--- src/rtl/led_stat_pkg.sv ---
package led_stat_pkg;

  typedef enum logic [3:0] {
    CAT_NO_INPUT   = 4'd0,
    CAT_SUSPEND    = 4'd1,
    CAT_BUCK_ONLY  = 4'd2,
    CAT_DEAD_BATT  = 4'd3,
    CAT_PREQUAL    = 4'd4,
    CAT_FAST_CC    = 4'd5,
    CAT_FAST_CV    = 4'd6,
    CAT_TOPOFF     = 4'd7,
    CAT_DONE       = 4'd8,
    CAT_RESTART    = 4'd9,
    CAT_TIMEOUT    = 4'd10,
    CAT_TEMP_OFF   = 4'd11,
    CAT_THERM_SHDN = 4'd12
  } chg_cat_e;

  typedef enum logic [1:0] {
    PAT_OFF   = 2'd0,
    PAT_FAST  = 2'd1,
    PAT_SLOW  = 2'd2,
    PAT_SOLID = 2'd3
  } led_pat_e;

endpackage

--- src/rtl/led_pat_map.sv ---
module led_pat_map
  import led_stat_pkg::*;
#(
  parameter int CAT_W = 4
) (
  input  logic [CAT_W-1:0] cat_i,
  input  logic             map_sel_i,
  output led_pat_e         pat_o
);

  always_comb begin
    case (cat_i)
      CAT_DEAD_BATT, CAT_PREQUAL, CAT_FAST_CC, CAT_FAST_CV:
        pat_o = PAT_SLOW;
      CAT_TOPOFF, CAT_DONE, CAT_RESTART:
        pat_o = PAT_SOLID;
      CAT_TIMEOUT, CAT_TEMP_OFF, CAT_THERM_SHDN:
        pat_o = map_sel_i ? PAT_OFF : PAT_FAST;
      default:
        pat_o = PAT_OFF;
    endcase
  end

endmodule

--- src/rtl/led_blink_timer.sv ---
module led_blink_timer #(
  parameter int QTR_CYC = 250000,
  parameter int PH_W    = 2
) (
  input  logic            clk,
  input  logic            rst,
  input  logic            restart_i,
  output logic [PH_W-1:0] ph_nxt_o
);

  localparam int DIV_W = (QTR_CYC > 2) ? $clog2(QTR_CYC) : 1;
  localparam logic [DIV_W-1:0] DIV_TC = DIV_W'(QTR_CYC - 1);

  logic [DIV_W-1:0] div_q;
  logic [PH_W-1:0]  ph_q;
  logic [DIV_W-1:0] div_nxt;
  logic             qtr_tick;

  assign qtr_tick = (div_q == DIV_TC);

  always_comb begin
    if (restart_i) begin
      div_nxt  = '0;
      ph_nxt_o = '0;
    end else if (qtr_tick) begin
      div_nxt  = '0;
      ph_nxt_o = ph_q + PH_W'(1);
    end else begin
      div_nxt  = div_q + DIV_W'(1);
      ph_nxt_o = ph_q;
    end
  end

  always_ff @(posedge clk) begin
    if (rst) begin
      div_q <= '0;
      ph_q  <= '0;
    end else begin
      div_q <= div_nxt;
      ph_q  <= ph_nxt_o;
    end
  end


  div_range_chk: assert property (@(posedge clk) disable iff (rst)
    div_q <= DIV_TC);


  restart_phase_chk: assert property (@(posedge clk) disable iff (rst)
    restart_i |=> (ph_q == '0 && div_q == '0));

endmodule

--- src/rtl/chg_led_status.sv ---
module chg_led_status
  import led_stat_pkg::*;
#(
  parameter int CLK_HZ = 1000000,
  parameter int CAT_W  = 4,
  parameter int ILVL_W = 2
) (
  input  logic              clk,
  input  logic              rst,
  input  logic [CAT_W-1:0]  chg_cat_i,
  input  logic              map_sel_i,
  input  logic [ILVL_W-1:0] led_cur_i,
  output logic              led_en_o,
  output logic [ILVL_W-1:0] led_ilvl_o
);

  localparam int QTR_CYC = (CLK_HZ / 4 < 2) ? 2 : CLK_HZ / 4;
  localparam int PH_W    = 2;

  logic [CAT_W-1:0] cat_prev_q;
  logic             restart;
  led_pat_e         pat;
  logic [PH_W-1:0]  ph_nxt;
  logic             led_on;

  assign restart = (chg_cat_i != cat_prev_q);

  led_pat_map #(.CAT_W(CAT_W)) map_i (
    .cat_i     (chg_cat_i),
    .map_sel_i (map_sel_i),
    .pat_o     (pat)
  );

  led_blink_timer #(.QTR_CYC(QTR_CYC), .PH_W(PH_W)) tmr_i (
    .clk       (clk),
    .rst       (rst),
    .restart_i (restart),
    .ph_nxt_o  (ph_nxt)
  );

  always_comb begin
    case (pat)
      PAT_FAST:  led_on = ~ph_nxt[0];
      PAT_SLOW:  led_on = ~ph_nxt[1];
      PAT_SOLID: led_on = 1'b1;
      default:   led_on = 1'b0;
    endcase
  end

  always_ff @(posedge clk) begin
    if (rst) begin
      cat_prev_q <= '0;
      led_en_o   <= 1'b0;
      led_ilvl_o <= '0;
    end else begin
      cat_prev_q <= chg_cat_i;
      led_en_o   <= led_on;
      led_ilvl_o <= led_cur_i;
    end
  end


  rst_dark_chk: assert property (@(posedge clk)
    rst |=> (led_en_o == 1'b0 && led_ilvl_o == '0));


  idle_dark_chk: assert property (@(posedge clk) disable iff (rst)
    (chg_cat_i <= CAT_W'(2)) |=> !led_en_o);


  fault_quiet_chk: assert property (@(posedge clk) disable iff (rst)
    (map_sel_i && chg_cat_i >= CAT_W'(10) && chg_cat_i <= CAT_W'(12)) |=> !led_en_o);


  solid_on_chk: assert property (@(posedge clk) disable iff (rst)
    (chg_cat_i >= CAT_W'(7) && chg_cat_i <= CAT_W'(9)) |=> led_en_o);


  unused_dark_chk: assert property (@(posedge clk) disable iff (rst)
    (chg_cat_i >= CAT_W'(13)) |=> !led_en_o);


  ilvl_follow_chk: assert property (@(posedge clk) disable iff (rst)
    1'b1 |=> (led_ilvl_o == $past(led_cur_i)));

endmodule

--- config.mk ---
export PLATFORM = sky130hd
export DESIGN_NAME = chg_led_status
export DESIGN_NICKNAME = d
export VERILOG_FILES = /design/src/rtl/led_stat_pkg.sv /design/src/rtl/led_pat_map.sv /design/src/rtl/led_blink_timer.sv /design/src/rtl/chg_led_status.sv
export SDC_FILE = /design/constraint.sdc
export NUM_CORES = 1
export LEC_CHECK = 0
export BUFFER_PORTS_ARGS = -buffer_cell sky130_fd_sc_hd__buf_2
export CORE_MARGIN = 10
export CORE_UTILIZATION = 56
export CTS_CLUSTER_DIAMETER = 150
export DETAILED_ROUTE_END_ITERATION = 8
export PLACE_DENSITY = 0.76
export SYNTH_ARGS = -nofsm -noshare
export SYNTH_HDL_FRONTEND = slang
export SYNTH_SLANG_ARGS = --single-unit
--- constraint.sdc ---
create_clock -name clk -period 2.3 [get_ports clk]
set_input_delay 0.23 -clock clk [delete_from_list [all_inputs] [get_ports clk]]
set_output_delay 0.23 -clock clk [all_outputs]
set_load 0.01 [all_outputs]
==> results of run 1 <==
-- layout make-up --
cell class	count	area, µm²	area share [%]
clock buffers	4	26.3	2.03
inverters	3	11.3	0.870
multi-input cells	100	621	47.9
flip-flops and latches	27	541	41.7
well taps	27	33.8	2.61
repair buffers	12	62.6	4.83
-- cell families after synthesis --
family,after synthesis,share of synthesized area [%]
compound gates,15,7.32
xor+xnor,19,13.9
fa+ha+maj,1,1.04
buf+inv,7,3.03
flops,27,45.1
simple gates,65,29.6
-- routing by layer --
metal | global-route usage, % | share of wire (%)
met5 | 0 | 0
met4 | 3.14 | 0.43
met3 | 2.20 | 2.1
met2 | 20.1 | 52
met1 | 11.2 | 46
-- per-stage QoR --
stage,std cells,hold slack (ns),instance area (µm²),setup WS (ns)
finish,173,0.116,1290,0.452
global route,173,0.129,1290,0.323
CTS,173,0.118,1290,0.442
detailed placement,169,0.438,1270,0.452
global placement,169,0.422,1270,0.524
floorplan,134,0.302,1200,0.590
-- sequential cells by signal, indices dropped and copies added (netlist names) --
name,cells
cat_prev_q,4
tmr_i.ph_q,2
led_en_o,1
led_ilvl_o,2
tmr_i.div_q,18
-- synth_stat cells, types with 2 or more instances --
cell,n,area share [%]
and3_1,2,1.0
inv_1,3,0.94
or3_1,4,2.1
o21ai_0,3,1.3
nor3_1,4,1.7
nor4_1,2,1.0
a21oi_1,8,3.3
xnor2_1,11,8.0
nor2b_1,6,3.1
nand2_1,6,1.9
xor2_1,8,5.9
nand3_2,2,1.7
nand4_1,4,2.1
nand3_1,6,2.5
nor2_1,20,6.3
dfxtp_1,27,45
-- power by group through the flow --
| stage | registers, mW | logic (mW) | clock network, mW |
|---|---|---|---|
| final | 0.478 | 0.0472 | 0.198 |
| after global routing | 0.479 | 0.0535 | 0.222 |
| after CTS | 0.478 | 0.0482 | 0.205 |
| after detailed placement | 0.488 | 0.0480 | 0 |
| after global placement | 0.488 | 0.0463 | 0 |
| after floorplan | 0.490 | 0.0257 | 0 |
-- worst max-delay path, cell delays in order (launching register included) --
cell	delay [ns]
dfxtp_1	0.37
ha_1	0.24
nand3_2	0.11
nor4_2	0.25
nand3_2	0.18
or3_1	0.39
a21oi_1	0.15
nor4_1	0.06
-- path summary, 6_finish.rpt --
check | start | end
setup / recovery | tmr_i.div_q[0] | led_en_o
hold / removal | led_cur_i[1] | led_ilvl_o[1]
setup reg to reg | tmr_i.div_q[0] | led_en_o
hold reg to reg | tmr_i.div_q[0] | tmr_i.div_q[0]
==> metrics.md, run 1 <==
| Metric | Value |
|---|---|
| Result of the run | finished, final reports clean |
| Max cap viols | 0 |
| Kind of end point of the critical path | flop |
| Synthesis-to-finish area growth | 8.15% |
| Relative slew slack | roughly 77% |
| TritonCTS buffer count | 3 |
| Sw power | about 160 µW |
| Skew final | 0.00180 ns |
| Routed wire per std cell | approximately 12 µm |
| Critical Path Start Type | flop |
| Gpl congestion | 0.756 |
| Final setup fails | 0 |
| Syn_nets | 144 |
| HPWL after detailed placement | 1.67 mm |
| Comb power frac | 6.5% |
| First-pass GRT wire length | 3.80 mm |
| Max Clk Rate | 541 MHz |
| Total power draw | between 700 and 800 µW |
| Max-slew violations | 0 |
| Core area | 2000 µm² |
| Largest net degree at the start of global routing | 15 |
| Clk slew on worst S/H paths | around 0.14 ns |
| Most frequent cells in the layout | dfxtp_1, nor2_1, xnor2_1, buf_2 |
| Maximum VDD drop | 0.000327 V |
| Gr usage total | between 10% and 20% |
| Net Sw Frac | a little over a fifth |
| Initial Util | 59.8% |
| I/O Pins | 12 |
| Number of setup buffers added after CTS | 0 |
| Drt drc | 0 |
| Setup TNS | 0 ns |
| Initial DRC count | 41 |
| Sequential element share of the synthesized area | 45.1% |
| Post-CTS Resized | 0 |
| # clock sinks | 27 |
| Share of cells above drive strength 1 | 13.7% |
| DR vias | 922 |
| Worst Hold Class | input pin to flop |
| Longest Clk Path Bufs | 2 |
| Pleak | 0.426 nW |
| Ys async rst share | 0% |
| Vias per cell | 5.33 |
| Post-Syn Instances | 134 |
| Max Fanout on Critical Path | 7 |
| EDFF count, synth | 0 |
| Fin util | 64.7% |
| Data required time of the critical path | 2.52 ns |
| P_int | 566 µW |
| Total Routed Length | 2.11 mm |
| CP Class | flop to flop |
| Hold Fails Final Rpt | 0 |
| Number of nets in the layout | ~160 |
| Number of detailed-route iterations in the first pass | 6 |
| Antenna violations before repair | 0 |
| PD cells | 559 nW/µm² |
| FILL cells | 175 |
| Top_reg_cell synth | dfxtp_1 |
| Hold_buf cts | 0 |
| Die height | around 66 µm |
| Most common cell after layout, fill and taps aside | dfxtp_1 |
| Power share of the clock group | 27.4% |
| Total gr overflow | 0 |
| Synth warn | 0 |
| Netlist cell types | 34 |
| Cells on Worst Hold Path | 2 |
| RSZ-0062 raised after global routing | false |
| Post-Syn Area | between 1000 and 1500 µm² |
| Remaining antenna violation count | 0 |
| CTS tree | done |
| R2R depth | 7 |
| DIE AREA | roughly 4400 µm² |
| Root buffer cell | clkbuf_4 |
| Syn Area/Cell | a little under 9 µm² |
| Clock Latency Late Sink | 0.31 ns |
| Worst slew pin tran | ~0.35 ns |
| Critical path arrival | just over 2 ns |
| Vias in the first global route | 931 |
| Port Buf Inserts | 11 |
| Final worst path period share | about four fifths |
| Depth of the CTS H-tree | 1 |
| Reg2Reg Setup Slack | between 0.4 and 0.5 ns |
| # rows | 16 |
| Antenna fix cells | 0 |
| Sequential Power Share | between 60% and 70% |
| Register bit total from synthesis | 27 |
| Final worst path period need | 1.85 ns |
| Chip width | 66.2 µm |
No activity file was read; power rests on OpenSTA's default activity.
==> run 2, diff against run 1 <==
- CORE_UTILIZATION: 56 -> 51
- PLACE_DENSITY: 0.76 -> 0.73
- clock period: 2.3 -> 1.55 ns (I/O delays scaled with it)
==> metrics.md, run 2 (same netlist as run 1, synthesis figures left out) <==
| Metric | Value |
|---|---|
| Final setup fails | 1 (+1) |
| Remaining antenna violation count | 0 (unchanged) |
| Gr usage total | 11.8% (+1.2 points) |
| Relative slew slack | 76.8% (+0.24 points) |
| # rows | 17 (+1) |
| Worst slew pin tran | 0.345 ns (-0.00363 ns) |
| Clock Latency Late Sink | 0.32 ns (about the same) |
| Fin util | 71.1% (+6.5 points) |
| Longest Clk Path Bufs | 2 (unchanged) |
| Violated checks | setup timing |
| TritonCTS buffer count | 3 (unchanged) |
| Drt drc | 0 (unchanged) |
| Number of nets in the layout | 179 (+14%) |
| Total gr overflow | 0 (unchanged) |
| Final worst path period need | 1.63 ns (-0.214 ns) |
| Cells after DPL | 187 (+11%) |
| Core area | 2230 µm² (+12%) |
| PD cells | 695 nW/µm² (+24%) |
| Die height | 68.5 µm (+3.3%) |
| Regs by FF count | tmr_i.div_q: 18 flops, cat_prev_q: 4 flops |
| Share of cells above drive strength 1 | 41.7% (+28 points) |
| Root buffer cell | clkbuf_4 |
| Sequential Power Share | 64.5% (-1.6 points) |
| Result of the run | finished, violations left |
| Net Sw Frac | 23.0% (+1.2 points) |
| Max Clk Rate | 612 MHz (+13%) |
| I/O Pins | 12 (unchanged) |
| Depth of the CTS H-tree | 1 (unchanged) |
| Final worst path period share | 105% (+25 points) |
| Routed wire per std cell | 13.7 µm (+12%) |
| First-pass GRT wire length | 4.34 mm (+14%) |
| Hold Fails Final Rpt | 0 (unchanged) |
| Placement-stage cell area | 1430 µm² (+12%) |
| # clock sinks | 27 (unchanged) |
| Gpl congestion | 0.766 (+1.3%) |
| Chip width | 68.5 µm (+3.3%) |
| Initial DRC count | 47 (+15%) |
| Port Buf Inserts | 11 (unchanged) |
| Largest net degree at the start of global routing | 18 (+3) |
| Clk slew on worst S/H paths | 0.14 ns (about the same) |
| Pleak | 0.578 nW (+36%) |
| Worst hold margin | 0.0281 ns (-0.0882 ns) |
| P_int | 851 µW (+50%) |
| Antenna fix cells | 0 (unchanged) |
| RSZ-0062 raised after global routing | true |
| Post-layout instance count excluding filler cells | 196 (+13%) |
| Max Fanout on Critical Path | 2 (-5) |
| Critical path arrival | 1.86 ns (-0.21 ns) |
| Comb power frac | 8.2% (+1.7 points) |
| Maximum VDD drop | 0.000542 V (+66%) |
| Max-slew violations | 0 (unchanged) |
| Total Routed Length | 2.68 mm (+27%) |
| Post-place setup slack | -0.0922 ns (-0.545 ns) |
| Most frequent cells in the layout | buf_4, nor2_1, dfxtp_1 |
| Synthesis-to-finish area growth | 32.7% |
| Max FFs per register | 18 (unchanged) |
| Design Area, Final | 1590 µm² (+23%) |
| HPWL after detailed placement | 1.85 mm (+11%) |
| Most common cell after layout, fill and taps aside | buf_4 |
| CP Class | flop to flop |
| Kind of end point of the critical path | flop |
| Number of detailed-route iterations in the first pass | 4 (-2) |
| Skew final | 0.00559 ns (+0.00379 ns) |
| Fin worst setup slack | -0.0834 ns (-0.536 ns) |
| Data required time of the critical path | 1.78 ns (-0.74 ns) |
| Worst Hold Class | input pin to flop |
| Critical Path Start Type | flop |
| Power share of the clock group | 27.3% (about the same) |
| Antenna violations before repair | 0 (unchanged) |
| Sw power | 254 µW (+61%) |
| Total power draw | 1.10 mW (+53%) |
| Vias per cell | 5.25 (-1.5%) |
| DR vias | 1029 (+12%) |
| Max cap viols | 0 (unchanged) |
| DIE AREA | 4690 µm² (+6.8%) |
| CTS tree | done |
| Setup TNS | -0.0834 ns (-0.0834 ns) |
| Vias in the first global route | 1066 (+15%) |
| Initial Util | 53.6% (-6.2 points) |
| Register with the most flip-flops | tmr_i.div_q |
==> run 2: changes by cell type in the layout (fill, tap and decap cells not counted), sizes merged <==
cell    previous run  this run
clkinv             0         1
buf               12        33
nand2b             1         2
clkbuf             4         3
==> run 2: worst max-delay path, stage by stage (launching register included) <==
cell	delay, ns
dfxtp_2	0.35
xnor2_1	0.16
nand4_1	0.16
a221o_1	0.36
or3_1	0.32
a21oi_1	0.13
nor4_1	0.07
==> run 2: cell type report <==
type | instances | area, µm²
Timing Repair Buffer | 33 | 220
Multi-Input combinational cell | 101 | 739
Clock inverter | 1 | 5.00
Tap cell | 28 | 35.0
Clock buffer | 3 | 22.5
Fill cell | 176 | 644
Sequential cell | 27 | 556
Inverter | 3 | 11.3
==> run 2: power groups by stage <==
stage / sequential [mW] / clock [mW] / combinational (mW)
2_1_floorplan: 0.728 / 0 / 0.0384
3_3_place_gp: 0.725 / 0 / 0.0768
3_5_place_dp: 0.725 / 0 / 0.0806
4_1_cts: 0.711 / 0.310 / 0.0830
5_1_grt: 0.714 / 0.351 / 0.100
6_report: 0.712 / 0.302 / 0.0908
==> run 2: path summary, 6_finish.rpt <==
kind,start,endpoint,slack (ns),depth (start not counted)
setup / recovery,cat_prev_q[3],led_en_o,-0.08,6
hold reg to reg,tmr_i.div_q[0],tmr_i.div_q[0],0.53,2
hold / removal,led_cur_i[0],led_ilvl_o[0],0.03,2
setup reg to reg,cat_prev_q[3],led_en_o,-0.08,6
==> run 2: routing by layer <==
metal / global-route usage, % / up-vias / wire, µm
met3: 2.45 / 2 / 60
met2: 19.4 / 16 / 1440
met5: 0 / - / 0
li1: - / 527 / -
met4: 6.78 / 0 / 20
met1: 13.8 / 484 / 1160
==> run 2: timing repair <==
action / 4_1_cts / 5_1_grt
gates cloned: 0 / 1
pin swaps: 9 / 8
resized for setup: 9 / 19
setup endpoints to repair: 6 / 19
hold buffers: 0 / 0
setup buffers: 2 / 3
==> run 3, diff against run 2 <==
- SKIP_LAST_GASP: default -> 1
==> metrics.md, run 3 (same netlist as run 1, synthesis figures left out) <==
| Metric | Value |
|---|---|
| Result of the run | finished, violations left |
| Violated checks | setup timing |
| Core area | 2230 µm² (unchanged) |
| Cell family with most CP delay | simple AND/OR/NAND/NOR gates |
| Most frequent cells in the layout | buf_4, nor2_1, dfxtp_1 |
| Clk slew on worst S/H paths | 0.14 ns (about the same) |
| R2R depth | 6 (unchanged) |
| CTS tree | done |
| Reg2Reg Setup Slack | -0.08 ns (about the same) |
| Max Clk Rate | 612 MHz (about the same) |
| Die height | 68.5 µm (unchanged) |
| Beginning of the worst hold path | led_cur_i[0] |
| Relative slew slack | 76.8% (about the same) |
| Number of nets in the layout | 179 (unchanged) |
| Kind of end point of the critical path | flop |
| Routed wl met3 | 60 µm (unchanged) |
| Hold Fails Final Rpt | 0 (unchanged) |
| Worst slew pin tran | 0.345 ns (+0.0000166 ns) |
| PD cells | 697 nW/µm² (+0.31%) |
| Clock Latency Late Sink | 0.32 ns (about the same) |
| Total gr overflow | 0 (unchanged) |
| Vias per cell | 5.26 (about the same) |
| Routed length on met1 | 1.15 mm (-0.52%) |
| Port Buf Inserts | 11 (unchanged) |
| Crit path depth | 6 (unchanged) |
| Depth of the CTS H-tree | 1 (unchanged) |
| Initial DRC count | 46 (-2.1%) |
| Total Routed Length | 2.68 mm (about the same) |
| Skew final | 0.00553 ns (-0.0000612 ns) |
| Drt drc | 0 (unchanged) |
| Initial Util | 53.6% (unchanged) |
| Synthesis-to-finish area growth | 32.3% |
| Max-slew violations | 0 (unchanged) |
| Cells on Worst Hold Path | 2 (unchanged) |
| Antenna violations before repair | 0 (unchanged) |
| Total power draw | 1.10 mW (about the same) |
| Max Fanout on Critical Path | 2 (unchanged) |
| Data required time of the critical path | 1.78 ns (about the same) |
| First-pass GRT wire length | 4.34 mm (unchanged) |
| # clock sinks | 27 (unchanged) |
| CP Class | flop to flop |
| R2r endpoint | led_en_o |
| Power share of the clock group | 27.3% (about the same) |
| Final worst path period share | 105% (about the same) |
| Critical Path Start Type | flop |
| Root buffer cell | clkbuf_4 |
| Chip width | 68.5 µm (unchanged) |
| Share of cells above drive strength 1 | 41.1% (-0.60 points) |
| DR vias | 1030 (+0.097%) |
| Sequential Power Share | 64.5% (about the same) |
| Hold endpoint | led_ilvl_o[0] |
| Regs by FF count | tmr_i.div_q: 18 flops, cat_prev_q: 4 flops |
| Comb power frac | 8.2% (about the same) |
| WL met2 | 1.45 mm (+0.21%) |
| Remaining antenna violation count | 0 (unchanged) |
| Gpl congestion | 0.766 (unchanged) |
| Slowest CP cell | a221o_1 |
| DIE AREA | 4690 µm² (unchanged) |
| Net Sw Frac | 23.0% (about the same) |
| Routed wire per std cell | 13.7 µm (about the same) |
| Peak per-stage delay on the critical path | 0.36 ns (about the same) |
| Worst Hold Class | input pin to flop |
| Max cap viols | 0 (unchanged) |
| TritonCTS buffer count | 3 (unchanged) |
| Final setup fails | 1 (unchanged) |
| Hold_buf cts | 0 (unchanged) |
| Vias in the first global route | 1066 (unchanged) |
| Pleak | 0.578 nW (about the same) |
| Fin worst setup slack | -0.0833 ns (+0.00000510 ns) |
| Sw power | 254 µW (about the same) |
| RR Startpoint | cat_prev_q[3] |
| Fin util | 70.9% (-0.22 points) |
| Final worst path period need | 1.63 ns (-0.00000510 ns) |
| Crit-path cells | xnor2_1 -> nand4_1 -> a221o_1 -> or3_1 -> a21oi_1 -> nor4_1 |
| Critical path arrival | 1.86 ns (about the same) |
| I/O Pins | 12 (unchanged) |
| Gr usage total | 11.8% (unchanged) |
| Longest Clk Path Bufs | 2 (unchanged) |
| HPWL after detailed placement | 1.85 mm (unchanged) |
| RSZ-0062 raised after global routing | true |
| Register with the most flip-flops | tmr_i.div_q |
| Antenna fix cells | 0 (unchanged) |
| CP bufs+invs | 0 (unchanged) |
| Maximum VDD drop | 0.000542 V (unchanged) |
| Max FFs per register | 18 (unchanged) |
| Most common cell after layout, fill and taps aside | buf_4 |
| Max layer used | met4 |
| Number of detailed-route iterations in the first pass | 4 (unchanged) |
| P_int | 851 µW (about the same) |
| Largest net degree at the start of global routing | 18 (unchanged) |
| # rows | 17 (unchanged) |
[run 3: layout make-up]
class / count / area [µm²]
clock buffers: 3 / 22.5
clock inverters: 1 / 5.00
fillers: 177 / 649
inverters: 3 / 11.3
multi-input cells: 101 / 734
flip-flops and latches: 27 / 556
well taps: 28 / 35.0
repair buffers: 33 / 220
[run 3: power by group through the flow]
stage,Clock (mW),Combinational (mW),Sequential [mW]
floorplan,0,0.0384,0.728
global placement,0,0.0768,0.725
detailed placement,0,0.0806,0.725
CTS,0.310,0.0830,0.711
global route,0.351,0.100,0.714
finish,0.302,0.0908,0.712
[run 3: stage by stage]
stage	worst slack (ns)	hold slack (ns)	instances	instance area [µm²]	setup TNS, ns
2_1_floorplan	-0.0465	0.227	134	1210	-0.0465
6_report	-0.0833	0.0282	196	1580	-0.0833
4_1_cts	-0.0983	0.0243	193	1500	-1.09
5_1_grt	-0.167	0.0349	196	1580	-0.312
3_3_place_gp	-0.0159	0.362	187	1430	-0.0159
3_5_place_dp	-0.0922	0.372	187	1430	-0.165
[run 3: layer usage]
metal  GRT usage, %  up-vias
met5              0        -
met4           6.78        0
met3           2.45        2
li1               -      528
met2           19.4       16
met1           13.8      484
[run 3: worst max-delay path by stage]
stage / start / end
after floorplan: tmr_i.div_q[0] / led_en_o
after global placement: cat_prev_q[3] / led_en_o
after detailed placement: cat_prev_q[1] / led_en_o
after CTS: cat_prev_q[3] / led_en_o
after global routing: cat_prev_q[3] / led_en_o
final: cat_prev_q[3] / led_en_o
[run 3: timing repair]
item	4_1_cts	5_1_grt
setup buffers	2	3
gates resized for setup	9	18
gates cloned	0	1
hold endpoints to repair	0	0
pin swaps	9	8
setup endpoints to repair	6	19
